<file path="config.mk">
export PLATFORM = sky130hd
export DESIGN_NAME = nvm_pe_seq
export DESIGN_NICKNAME = d
export VERILOG_FILES = /design/src/rtl/nvm_pe_pkg.sv /design/src/rtl/nvm_pe_ctrl.sv /design/src/rtl/nvm_pe_capture.sv /design/src/rtl/nvm_pe_fsm.sv /design/src/rtl/nvm_pe_seq.sv
export SDC_FILE = /design/constraint.sdc
export NUM_CORES = 1
export LEC_CHECK = 0
export BUFFER_PORTS_ARGS = -buffer_cell sky130_fd_sc_hd__buf_2
export CORE_MARGIN = 8
export CORE_UTILIZATION = 43
export CTS_CLUSTER_SIZE = 16
export DETAILED_ROUTE_END_ITERATION = 16
export PLACE_DENSITY = 0.77
export SLEW_MARGIN = 20
export SYNTH_ARGS = -nofsm -noshare
export SYNTH_HDL_FRONTEND = slang
export SYNTH_SLANG_ARGS = --single-unit
</file>
<file path="constraint.sdc">
create_clock -name clk_i -period 1.4 [get_ports clk_i]
set_input_delay 0.28 -clock clk_i [delete_from_list [all_inputs] [get_ports clk_i]]
set_output_delay 0.28 -clock clk_i [all_outputs]
set_load 0.1 [all_outputs]
</file>
<file path="src/rtl/nvm_pe_pkg.sv">
package nvm_pe_pkg;

  localparam int CTRL_W = 5;

  typedef enum logic [1:0] {
    ST_IDLE    = 2'd0,
    ST_LATCHED = 2'd1,
    ST_ACTIVE  = 2'd2,
    ST_DONE    = 2'd3
  } seq_st_e;

  typedef enum logic [2:0] {
    OP_BYTE_PROG  = 3'd0,
    OP_BYTE_ERASE = 3'd1,
    OP_BLK_ERASE  = 3'd2,
    OP_BULK_ERASE = 3'd3,
    OP_NONE       = 3'd4
  } op_e;

  typedef struct packed {
    logic [1:0] mode;
    logic       pe;
    logic       auto_end;
    logic       lat;
  } ctrl_t;

  function automatic op_e decode_op(logic [1:0] mode, logic prot);
    op_e r;
    if (prot) begin
      r = OP_NONE;
    end else begin
      case (mode)
        2'd0:    r = OP_BYTE_PROG;
        2'd1:    r = OP_BYTE_ERASE;
        2'd2:    r = OP_BLK_ERASE;
        default: r = OP_BULK_ERASE;
      endcase
    end
    return r;
  endfunction

endpackage

</file>
<file path="src/rtl/nvm_pe_ctrl.sv">
module nvm_pe_ctrl
  import nvm_pe_pkg::*;
(
  input  logic       clk_i,
  input  logic       rst_ni,
  input  logic       reg_we_i,
  input  ctrl_t      wdata_i,
  input  seq_st_e    st_i,
  input  logic       cap_valid_i,
  input  logic       fin_auto_i,
  output ctrl_t      ctrl_o,
  output logic [1:0] mode_nxt_o,
  output logic       start_o,
  output logic       lat_set_o,
  output logic       lat_clr_o
);

  ctrl_t ctrl_q, ctrl_d;

  always_comb begin
    start_o   = reg_we_i && wdata_i.pe && wdata_i.lat && !ctrl_q.pe && ctrl_q.lat &&
                (st_i == ST_LATCHED) && cap_valid_i;
    lat_set_o = reg_we_i && wdata_i.lat && !ctrl_q.lat;
    // latch may only drop once the enable bit is already low
    lat_clr_o = reg_we_i && !wdata_i.lat && ctrl_q.lat && !ctrl_q.pe;

    ctrl_d = ctrl_q;
    if (reg_we_i && (st_i != ST_ACTIVE)) begin
      ctrl_d.mode     = wdata_i.mode;
      ctrl_d.auto_end = wdata_i.auto_end;
    end
    if (lat_set_o)      ctrl_d.lat = 1'b1;
    else if (lat_clr_o) ctrl_d.lat = 1'b0;

    if (start_o) begin
      ctrl_d.pe = 1'b1;
    end else if (fin_auto_i || (reg_we_i && !wdata_i.pe && (st_i == ST_DONE))) begin
      ctrl_d.pe = 1'b0;
    end
  end

  always_ff @(posedge clk_i or negedge rst_ni) begin
    if (!rst_ni) ctrl_q <= '0;
    else         ctrl_q <= ctrl_d;
  end

  assign ctrl_o     = ctrl_q;
  assign mode_nxt_o = ctrl_d.mode;

endmodule

</file>
<file path="src/rtl/nvm_pe_capture.sv">
module nvm_pe_capture
  import nvm_pe_pkg::*;
#(
  parameter int ADDR_W    = 6,
  parameter int DATA_W    = 8,
  parameter int ARR_DEPTH = 48,
  parameter int BLK_IDX_W = 2
) (
  input  logic                      clk_i,
  input  logic                      rst_ni,
  input  seq_st_e                   st_i,
  input  logic                      lat_clr_i,
  input  logic                      arr_we_i,
  input  logic [ADDR_W-1:0]         arr_addr_i,
  input  logic [DATA_W-1:0]         arr_wdata_i,
  input  logic [(1<<BLK_IDX_W)-1:0] blk_prot_i,
  output logic                      valid_o,
  output logic [ADDR_W-1:0]         addr_o,
  output logic [DATA_W-1:0]         data_o,
  output logic                      prot_o
);

  localparam logic [ADDR_W:0] DEPTH_L = ARR_DEPTH[ADDR_W:0];

  logic                 valid_q;
  logic [ADDR_W-1:0]    addr_q;
  logic [DATA_W-1:0]    data_q;
  logic                 addr_ok;
  logic [BLK_IDX_W-1:0] blk_idx;

  assign addr_ok = ({1'b0, arr_addr_i} < DEPTH_L);

  always_ff @(posedge clk_i or negedge rst_ni) begin
    if (!rst_ni) begin
      valid_q <= 1'b0;
      addr_q  <= '0;
      data_q  <= '0;
    end else if (lat_clr_i) begin
      valid_q <= 1'b0;
    end else if ((st_i == ST_LATCHED) && arr_we_i && addr_ok) begin
      valid_q <= 1'b1;
      addr_q  <= arr_addr_i;
      data_q  <= arr_wdata_i;
    end
  end

  assign blk_idx = addr_q[ADDR_W-1 -: BLK_IDX_W];
  assign prot_o  = blk_prot_i[blk_idx];
  assign valid_o = valid_q;
  assign addr_o  = addr_q;
  assign data_o  = data_q;

endmodule

</file>
<file path="src/rtl/nvm_pe_fsm.sv">
module nvm_pe_fsm
  import nvm_pe_pkg::*;
#(
  parameter int PE_CYCLES = 5
) (
  input  logic       clk_i,
  input  logic       rst_ni,
  input  logic       lat_set_i,
  input  logic       lat_clr_i,
  input  logic       start_i,
  input  logic       prot_i,
  input  logic [1:0] mode_i,
  input  logic [1:0] mode_nxt_i,
  input  logic       auto_i,
  output seq_st_e    st_o,
  output logic       hv_en_o,
  output logic       fin_auto_o,
  output op_e        op_mode_o
);

  localparam int TMR_W = $clog2(PE_CYCLES + 1);
  localparam logic [TMR_W-1:0] TMR_LOAD = TMR_W'(PE_CYCLES - 1);

  seq_st_e          st_q, st_d;
  logic [TMR_W-1:0] tmr_q;
  op_e              op_q;
  logic             tmr_zero;

  assign tmr_zero = (tmr_q == '0);

  always_comb begin
    st_d = st_q;
    case (st_q)
      ST_IDLE:    if (lat_set_i) st_d = ST_LATCHED;
      ST_LATCHED: begin
        if (start_i)        st_d = ST_ACTIVE;
        else if (lat_clr_i) st_d = ST_IDLE;
      end
      ST_ACTIVE:  if (tmr_zero) st_d = ST_DONE;
      ST_DONE:    if (lat_clr_i) st_d = ST_IDLE;
      default:    st_d = ST_IDLE;
    endcase
  end

  always_ff @(posedge clk_i or negedge rst_ni) begin
    if (!rst_ni) begin
      st_q  <= ST_IDLE;
      tmr_q <= '0;
      op_q  <= OP_NONE;
    end else begin
      st_q <= st_d;
      if (start_i) begin
        // protected target: one-cycle phase, no voltage
        tmr_q <= prot_i ? '0 : TMR_LOAD;
        op_q  <= decode_op(mode_nxt_i, prot_i);
      end else if ((st_q == ST_ACTIVE) && !tmr_zero) begin
        tmr_q <= tmr_q - TMR_W'(1);
      end
    end
  end

  assign st_o       = st_q;
  assign hv_en_o    = (st_q == ST_ACTIVE) && (op_q != OP_NONE);
  assign fin_auto_o = (st_q == ST_ACTIVE) && tmr_zero && auto_i;
  assign op_mode_o  = (st_q == ST_ACTIVE) ? op_q : decode_op(mode_i, prot_i);

endmodule

</file>
<file path="src/rtl/nvm_pe_seq.sv">
module nvm_pe_seq
  import nvm_pe_pkg::*;
#(
  parameter int ADDR_W    = 6,
  parameter int DATA_W    = 8,
  parameter int ARR_DEPTH = 48,
  parameter int BLK_IDX_W = 2,
  parameter int PE_CYCLES = 5
) (
  input  logic                      clk_i,
  input  logic                      rst_ni,
  input  logic                      reg_we_i,
  input  logic [CTRL_W-1:0]         reg_wdata_i,
  output logic [CTRL_W-1:0]         reg_rdata_o,
  input  logic                      arr_we_i,
  input  logic [ADDR_W-1:0]         arr_addr_i,
  input  logic [DATA_W-1:0]         arr_wdata_i,
  input  logic [(1<<BLK_IDX_W)-1:0] blk_prot_i,
  output logic                      hv_en_o,
  output logic [2:0]                op_mode_o,
  output logic [ADDR_W-1:0]         pgm_addr_o,
  output logic [DATA_W-1:0]         pgm_data_o,
  output logic                      cap_valid_o,
  output logic                      busy_o
);

  ctrl_t      wdata, ctrl;
  seq_st_e    st;
  op_e        op_mode;
  logic [1:0] mode_nxt;
  logic       start, lat_set, lat_clr, fin_auto, cap_valid, prot;

  assign wdata = ctrl_t'(reg_wdata_i);

  nvm_pe_ctrl i_ctrl (
    .clk_i       (clk_i),
    .rst_ni      (rst_ni),
    .reg_we_i    (reg_we_i),
    .wdata_i     (wdata),
    .st_i        (st),
    .cap_valid_i (cap_valid),
    .fin_auto_i  (fin_auto),
    .ctrl_o      (ctrl),
    .mode_nxt_o  (mode_nxt),
    .start_o     (start),
    .lat_set_o   (lat_set),
    .lat_clr_o   (lat_clr)
  );

  nvm_pe_capture #(
    .ADDR_W    (ADDR_W),
    .DATA_W    (DATA_W),
    .ARR_DEPTH (ARR_DEPTH),
    .BLK_IDX_W (BLK_IDX_W)
  ) i_capture (
    .clk_i       (clk_i),
    .rst_ni      (rst_ni),
    .st_i        (st),
    .lat_clr_i   (lat_clr),
    .arr_we_i    (arr_we_i),
    .arr_addr_i  (arr_addr_i),
    .arr_wdata_i (arr_wdata_i),
    .blk_prot_i  (blk_prot_i),
    .valid_o     (cap_valid),
    .addr_o      (pgm_addr_o),
    .data_o      (pgm_data_o),
    .prot_o      (prot)
  );

  nvm_pe_fsm #(
    .PE_CYCLES (PE_CYCLES)
  ) i_fsm (
    .clk_i      (clk_i),
    .rst_ni     (rst_ni),
    .lat_set_i  (lat_set),
    .lat_clr_i  (lat_clr),
    .start_i    (start),
    .prot_i     (prot),
    .mode_i     (ctrl.mode),
    .mode_nxt_i (mode_nxt),
    .auto_i     (ctrl.auto_end),
    .st_o       (st),
    .hv_en_o    (hv_en_o),
    .fin_auto_o (fin_auto),
    .op_mode_o  (op_mode)
  );

  assign reg_rdata_o = ctrl;
  assign op_mode_o   = op_mode;
  assign cap_valid_o = cap_valid;
  assign busy_o      = ctrl.pe;

endmodule

</file>
======== Word-level counts from Yosys, hierarchy flattened ========
Cells that the tools add are included.
W data, S select, Z words.
storage, ports and cells
  flip-flop bits (word level) ............. 28
  output and inout bits ................... 25
  bits of input ports ..................... 27
  word-level logic and storage cells ...... 83
operators by class
  $add $sub $neg .......................... 1
  bitwise logic cells ..................... 1
  muxes and demuxes ....................... 22
  reduce and logical (&&, ||, !) cells .... 36
  $lt $le $gt $ge ......................... 2
  equality and inequality tests ........... 11
operators with widths
  kind                   number
  $logic_and A1 B1 Y1    20
  $mux W3                6
  $pmux W2 S3            2
  $mux W2                5
  $eq A2 B2 Y1 const B   4
  $pmux W2 S4            1
  $reduce_bool A2 Y1     4
  $mux W1                7
  $eq A2 B1 Y1 const B   3
  $logic_not A2 Y1       3
  $lt A6 B6 Y1 const B   1
  $logic_not A1 Y1       5
  $ne A2 B2 Y1 const B   2
  $reduce_and A2 Y1      2
  $logic_not A3 Y1       1
  $lt A2 B3 Y1 const B   1
  $ne A3 B3 Y1 const B   1
  $sub A3 B1 Y3 const B  1
  $bmux W1 S2            1
  $ne A2 B1 Y1 const B   1
  $logic_or A1 B1 Y1     1
  $not A1 Y1             1

======== Longest topological paths before layout ========
Gate-level depths: netlist (run 1).
  word-level depth ........................ 8
  gate-level depth with buffers ........... 6
  gate-level depth less buffers ........... 6

======== Hierarchy ========
From an unflattened synthesis (run 1), not the netlist that was laid out.
unflattened totals
  cells, all modules ...................... 106
  area, all modules ....................... 1350.0 um2
modules (own cells, without submodules)
  module          sequential area each (um2)  cells each  instances  area an instance (um2)
  nvm_pe_capture  375.4                       36          1          631.9
  nvm_pe_fsm      201.4                       48          1          454.2
  nvm_pe_ctrl     125.1                       21          1          256.5
  nvm_pe_seq      0.0                         1           1          7.5

======== Worst setup path before layout (run 1) ========
OpenSTA, ideal clock, no wires.
  kind .................................... register to output
  from .................................... reg i_capture.addr_q[4] (netlist: i_capture.addr_o[4])
  to ...................................... out op_mode_o[0]
  setup slack ............................. -2.630 ns
  arrival time ............................ 3.750 ns
  buffers on the path ..................... 0
  data required time ...................... 1.120 ns
  cell stages (with the launch flop) ...... 3
  cells stage by stage .................... dfrtp_1 > mux4_2 > o21ai_0
between the ends
  word-level cells in the longest chain between the ends .. 4
RTL lines
  what                           line                  RTL
  start, declared                nvm_pe_capture.sv:26  logic [ADDR_W-1:0] addr_q;
  start signal, assigned         nvm_pe_capture.sv:42  addr_q <= arr_addr_i;
  $bmux W1 S2                    nvm_pe_capture.sv:48  assign prot_o = blk_prot_i[blk_idx];
  $mux W1 (not written as such)  nvm_pe_capture.sv:48
  $mux W3                        nvm_pe_pkg.sv:29      if (prot) begin
  $mux W3                        nvm_pe_fsm.sv:65      assign op_mode_o = (st_q == ST_ACTIVE) ? op_q : decode_op(mode_i, prot_i);
  end, declared                  nvm_pe_seq.sv:20      output logic [2:0] op_mode_o,
No other way between the ends. The select of a mux whose other input is x is not followed.

======== Worst setup path in the final report (run 1) ========
Same ends and word-level chain as after synthesis.

==> metrics.txt, run 1 <==
post-synthesis simple-gate area fraction 13.6%; Final TNS setup -4.98 ns; Req. time, crit path 1.12 ns; Post-Synth XOR/XNOR Area 0%; Min-Delay Path Class primary input to flop; grt total ovfl 0; element type at the critical path end output pin; first-pass GRT wire length 6.05 mm; Ant. Diodes 0; Synth Area in Compound Gates 8.33%; Sw Share 42.4%; NetSw 1.04 mW; worst hold path endpoint i_capture.data_o[4]$_DFFE_PN0P_; syn_nets 141; Clock Skew 0.00531 ns; crit-path max FO 4; H-tree levels 1; Final #Nets 226; violated checks negative setup slack; unrepaired setup endpoints after global routing true; Worst R2R Start i_capture.addr_o[4]$_DFFE_PN0P_; worst vdd ir 0.779 mV; Rel. slew slack 58.6%; pin count of the biggest net entering global routing 29; Hold Path Stages 2; Crit Path Class flop to output pin; initial antenna violation count 0; flop2flop setup slack -0.24 ns; per-cell routed wire length 17.3 µm; worst slew pin tran 0.621 ns; TritonRoute pass-1 iters 5; post-synthesis adder-cell area fraction 1.83%; Seq pwr share 37.9%; sequential element share of the synthesized area 51.4%; min-delay src arr_wdata_i[4]; Syn. warnings 0; cell count after synthesis 112; # Max-Cap Violations 0; Clock Sinks 28; Slew Viols, Final 0; Initial Util 45.1%; combinational power share 45.8%; DRT iter0 DRCs 89; layout cell share with drive strength beyond 1 66.3%; total power divided by cell area 1050 nW/µm²; HPWL after DPL 2.71 mm; mux cell area share after synthesis 19.0%; Layout area overhead 70.3%; fin crit period 2.01 ns; Final Setup Violations 27; DRC Markers 0; Die Wd 72.4 µm; Reg2Reg Depth 4; fmax 498 MHz; CTS Buf Count 3; R2R Path End i_fsm.op_q[2]$_DFFE_PN1P_; internal power 1.40 mW; Row Count 20; fin crit share 143%; Pleak 1.14 nW; synth unique cells 33; final hold vios 0; final design utilization 76.9%; RePlAce Congestion 0.880; combinational family with the most area after synthesis multiplexers; detail-routed via count per cell 5.15; IO Count 52; CTS root buffer clkbuf_4; input/output buffers 51; post-synthesis cell area 1370 µm²; post-synthesis area per instance 12.2 µm²; Data arrival, critical path 1.73 ns; fill count 168; height of the chip 72.4 µm; status finished with violations; worst-case clock buffer depth 2; Vias 1236; Setup crit start kind flop; clk slew on worst S/H paths 0.15 ns; worst skew pair latency 0.33 ns; Post-DRT Antenna Nets 0; Clock power frac 16.3%; Core ar. 3030 µm²; CTS tree yes; WL final 4.14 mm; global-route usage over all layers 14.3%; number of global-route vias before repair 1367; flops & latches, synth 28; final worst setup slack -0.609 ns; DIE AREA 5240 µm²
## worst max-delay path: stages (launching register included)
cell	delay [ns]
dfrtp_4	0.44
mux4_2	0.59
o21ai_4	0.18
buf_12	0.19
## power by group through the flow
| stage | sequential [mW] | clock (mW) | combinational (mW) |
|---|---|---|---|
| after floorplan | 1.37 | 0 | 0.302 |
| after global placement | 0.925 | 0 | 1.03 |
| after detailed placement | 0.930 | 0 | 1.04 |
| after CTS | 0.921 | 0.409 | 1.11 |
| after global routing | 0.931 | 0.437 | 1.15 |
| final | 0.925 | 0.398 | 1.12 |
## timing repair
action / in CTS / in global routing
buffers inserted: 8 / 1
resized for setup: 25 / 13
cloned: 1 / 1
pin swaps: 3 / 2
endpoints found under the hold margin: 27 / 0
setup endpoints to repair: 41 / 31
hold buffers: 1 / 0
## layout make-up
cell class	count	area [µm²]	area share (%)
timing repair buffer	84	786	33.8
sequential	28	717	30.8
multi-input combinational	73	707	30.4
tap	44	55.1	2.37
clock buffer	4	36.3	1.56
inverter	7	26.3	1.13
## through the flow
stage	instance area [µm²]	total power, mW	hold slack (ns)	setup WS [ns]	instances
after floorplan	1460	1.67	-0.0156	-0.713	112
after global placement	2070	1.95	0.318	-0.219	224
after detailed placement	2070	1.97	0.336	-0.250	224
after CTS	2270	2.44	0.161	-0.623	238
after global routing	2330	2.52	0.153	-0.669	240
final	2330	2.44	0.169	-0.609	240
## kinds of logic (layout without fill, tap and decap cells)
logic type	after synthesis	count (layout)
buffers and inverters	12	95
muxes	19	19
AOI/OAI and AO/OA	17	17
adders and majority gates	2	2
and+or+nand+nor	34	35
DFF	28	28
## cells in the mapped netlist (all sizes together)
library cell / instances / area (µm²)
a21boi: 1 / 7.51
a21oi: 3 / 15.0
a22o: 1 / 8.76
a31oi: 1 / 6.26
a32oi: 1 / 8.76
buf: 5 / 53.8
dfrtp: 27 / 676
dfstp: 1 / 26.3
ha: 2 / 25.0
inv: 7 / 26.3
mux2: 16 / 218
mux2i: 2 / 20.0
mux4: 1 / 22.5
nand2: 14 / 55.1
nand2b: 2 / 12.5
nand3: 3 / 15.0
nand3b: 3 / 22.5
nand4b: 2 / 17.5
nor2: 5 / 21.3
nor2b: 2 / 12.5
nor3: 1 / 16.3
nor4: 1 / 6.26
o211a: 1 / 10.0
o211ai: 1 / 7.51
o21ai: 5 / 25.0
o22a: 1 / 10.0
o31ai: 2 / 15.0
or2: 1 / 6.26
## cell usage in the layout, fill, tap and decap left out, types with 3 or more instances in the layout
cell      Yosys  layout
nor2_1        4       4
buf_2         0      26
buf_12        1      13
dfrtp_2       0       3
buf_6         1      10
nand3b_1      3       3
buf_4         3      33
clkbuf_4      0       3
inv_1         7       7
mux2_4       10      14
dfrtp_1      27      21
nand3_2       0       3
nand2_1      13      11
dfrtp_4       0       3
## flip-flops by register name, indices dropped and copies added, names as in the netlist
signal and count:
i_fsm.op_q 3, i_capture.addr_o 6, i_ctrl.ctrl_o 5, i_capture.data_o 8
i_capture.valid_o 1, i_fsm.tmr_q 3, i_fsm.st_o 2
## worst max path at each step
stage,depth (start not counted),to,startpoint,slack [ns]
2_1_floorplan,2,op_mode_o[0],i_capture.addr_o[4]$_DFFE_PN0P_,-0.71
4_1_cts,3,op_mode_o[0],i_capture.addr_o[4]$_DFFE_PN0P_,-0.62
5_1_grt,3,op_mode_o[0],i_capture.addr_o[4]$_DFFE_PN0P_,-0.67
3_5_place_dp,4,op_mode_o[2],i_capture.addr_o[4]$_DFFE_PN0P_,-0.25
6_report,3,op_mode_o[0],i_capture.addr_o[4]$_DFFE_PN0P_,-0.61
3_3_place_gp,4,op_mode_o[2],i_capture.addr_o[4]$_DFFE_PN0P_,-0.22
## metal layers
metal	track usage, %	part of all wire, %
met1	15.4	37
met2	26.3	54
met3	4.82	8.3
met4	3.33	0.85
met5	0	0
Note: power is estimated with default switching activity, not from simulation.
==> run 2: changes to the inputs <==
--- a/config.mk
+++ b/config.mk
@@ -6,8 +6,10 @@
 export NUM_CORES = 1
 export LEC_CHECK = 0
 export BUFFER_PORTS_ARGS = -buffer_cell sky130_fd_sc_hd__buf_2
+export CELL_PAD_IN_SITES_DETAIL_PLACEMENT = 0
+export CELL_PAD_IN_SITES_GLOBAL_PLACEMENT = 1
 export CORE_MARGIN = 8
-export CORE_UTILIZATION = 43
+export CORE_UTILIZATION = 33
 export CTS_CLUSTER_SIZE = 16
 export DETAILED_ROUTE_END_ITERATION = 16
 export PLACE_DENSITY = 0.77
==> run 2 against run 1 <==
Non-clock buffer count shrank 4. The run still ends with negative setup slack left. Sequential power shrank 0.6%. Global-route usage shrank 1.6 points. Hold slack lost 0.17 ns. Power is essentially flat. Register-to-register slack gained 0.13 ns. Die area grew 23%. Critical path depth grew 1. Via count shrank 4.9%. Critical path type unchanged.
==> metrics.txt, run 2 (synthesis results as in run 1) <==
status finished with violations; violated checks negative setup slack; Area after DPL 2100 µm²; Req. time, crit path 1.12 ns; final worst setup slack -0.568 ns; fin crit share 141%; final design utilization 56.1%; element type at the critical path end output pin; crit-path max FO 5; Final #Nets 222; Seq pwr share 37.7%; unrepaired setup endpoints after global routing true; clk slew on worst S/H paths 0.10 ns; RePlAce Congestion 0.924; Initial Util 34.2%; H-tree levels 1; internal power 1.40 mW; CTS Buf Count 3; Placed Instances 231; max reg flops 8; Clock Skew 0.00373 ns; area of the multi-input gates 693 µm²; IO Count 52; worst setup path start i_capture.addr_o[4]$_DFFE_PN0P_; fill count 334; input/output buffers 51; Reg2Reg Depth 5; total power divided by cell area 1090 nW/µm²; DIE AREA 6460 µm²; Setup crit start kind flop; combinational power share 43.2%; Clock power frac 19.1%; worst slew pin tran 0.631 ns; crit path capture op_mode_o[2]; R2R Path End i_capture.addr_o[5]$_DFFE_PN0P_; Core ar. 4000 µm²; Layout area overhead 64.1%; Sw Share 42.6%; number of global-route vias before repair 1398; NetSw 1.04 mW; Crit Path Class flop to output pin; Final Setup Violations 26; Seq. cell area 718 µm²; layout cell share with drive strength beyond 1 65.6%; pre-CTS setup slack -0.263 ns; fmax 508 MHz; final hold vios 0; pin count of the biggest net entering global routing 29; worst vdd ir 0.741 mV; fin area 2240 µm²; per-cell routed wire length 16.0 µm; Ant. Diodes 0; non-filler cells in the finished layout 242; Clock Sinks 28; height of the chip 80.3 µm; worst skew pair latency 0.28 ns; Die Wd 80.3 µm; Vias 1175; Row Count 23; cts hold-fix bufs 0; Data arrival, critical path 1.69 ns; first-pass GRT wire length 6.45 mm; initial antenna violation count 0; detail-routed via count per cell 4.86; WL final 3.87 mm; most common cell after layout, fill and taps aside buf_2; global-route usage over all layers 12.7%; worst-case clock buffer depth 2; fin crit period 1.97 ns; Slew Viols, Final 0; Worst R2R Start i_ctrl.ctrl_o[0]$_DFFE_PN0P_; Pleak 1.10 nW; DRT iter0 DRCs 34; commonest cells after routing, fill and taps aside buf_2, buf_4, dfrtp_1; TritonRoute pass-1 iters 4; Post-DRT Antenna Nets 0; grt total ovfl 0; CTS root buffer clkbuf_8; Rel. slew slack 58.0%; CTS tree yes; Min-Delay Path Class primary input to asynchronous set/reset pin; DRC Markers 0; flop2flop setup slack -0.11 ns; # Max-Cap Violations 0; HPWL after DPL 2.84 mm
[run 2: changes by cell type in the layout (fill, tap and decap cells not counted), sizes merged]
cell	before	now
buf	82	76
clkbuf	5	8
dlygate4sd3	1	0
[run 2: layout make-up]
type                       count  share of cell area [%]
inverter                       7                    1.17
timing repair buffer          80                    31.1
clock buffer                   4                    2.01
tap                           50                    2.79
multi-input combinational     73                    30.9
sequential                    28                    32.0
[run 2: layer usage]
| metal | track usage (%) | routed length (µm) | vias up |
|---|---|---|---|
| li1 | - | - | 546 |
| met1 | 14.0 | 1500 | 577 |
| met2 | 22.4 | 2060 | 46 |
| met3 | 3.35 | 246 | 6 |
| met4 | 5.09 | 53 | 0 |
| met5 | 0 | 0 | - |
[run 2: metrics by stage]
| step | hold WS [ns] | power [mW] | setup TNS [ns] |
|---|---|---|---|
| after global placement | 0.327 | 1.97 | -1.51 |
| final | 0.00350 | 2.44 | -3.75 |
| after detailed placement | 0.340 | 1.98 | -2.39 |
| after floorplan | -0.0156 | 1.67 | -6.65 |
| after global routing | 0.0515 | 2.53 | -5.36 |
| after CTS | 0.0293 | 2.46 | -4.24 |
[run 2: worst max-delay path, cell delays in order (launching register included)]
cell,delay (ns)
dfrtp_4,0.43
mux4_2,0.60
nand2_1,0.16
nand2_4,0.06
buf_12,0.16
[run 2: worst min-delay path by stage]
stage,end,slack (ns),depth (start not counted)
after floorplan,i_capture.addr_o[0]$_DFFE_PN0P_,-0.02,0
after global placement,i_fsm.tmr_q[0]$_DFFE_PN0P_,0.33,1
after detailed placement,i_fsm.tmr_q[0]$_DFFE_PN0P_,0.34,1
after CTS,i_fsm.tmr_q[0]$_DFFE_PN0P_,0.03,1
after global routing,i_fsm.tmr_q[0]$_DFFE_PN0P_,0.05,1
final,i_fsm.tmr_q[0]$_DFFE_PN0P_,0.003,1
[run 2: what timing repair did]
action / 4_1_cts / 5_1_grt
buffers inserted: 4 / 5
setup endpoints to repair: 25 / 32
gates resized for setup: 7 / 17
cloned: 1 / 1
pin swaps: 1 / 3
[run 2: power groups by stage]
stage               Sequential, mW  Clock, mW  Combinational (mW)
floorplan                     1.37          0               0.302
global placement             0.928          0                1.04
detailed placement           0.931          0                1.05
CTS                          0.919      0.472                1.07
global route                 0.927      0.510                1.09
finish                       0.919      0.467                1.05
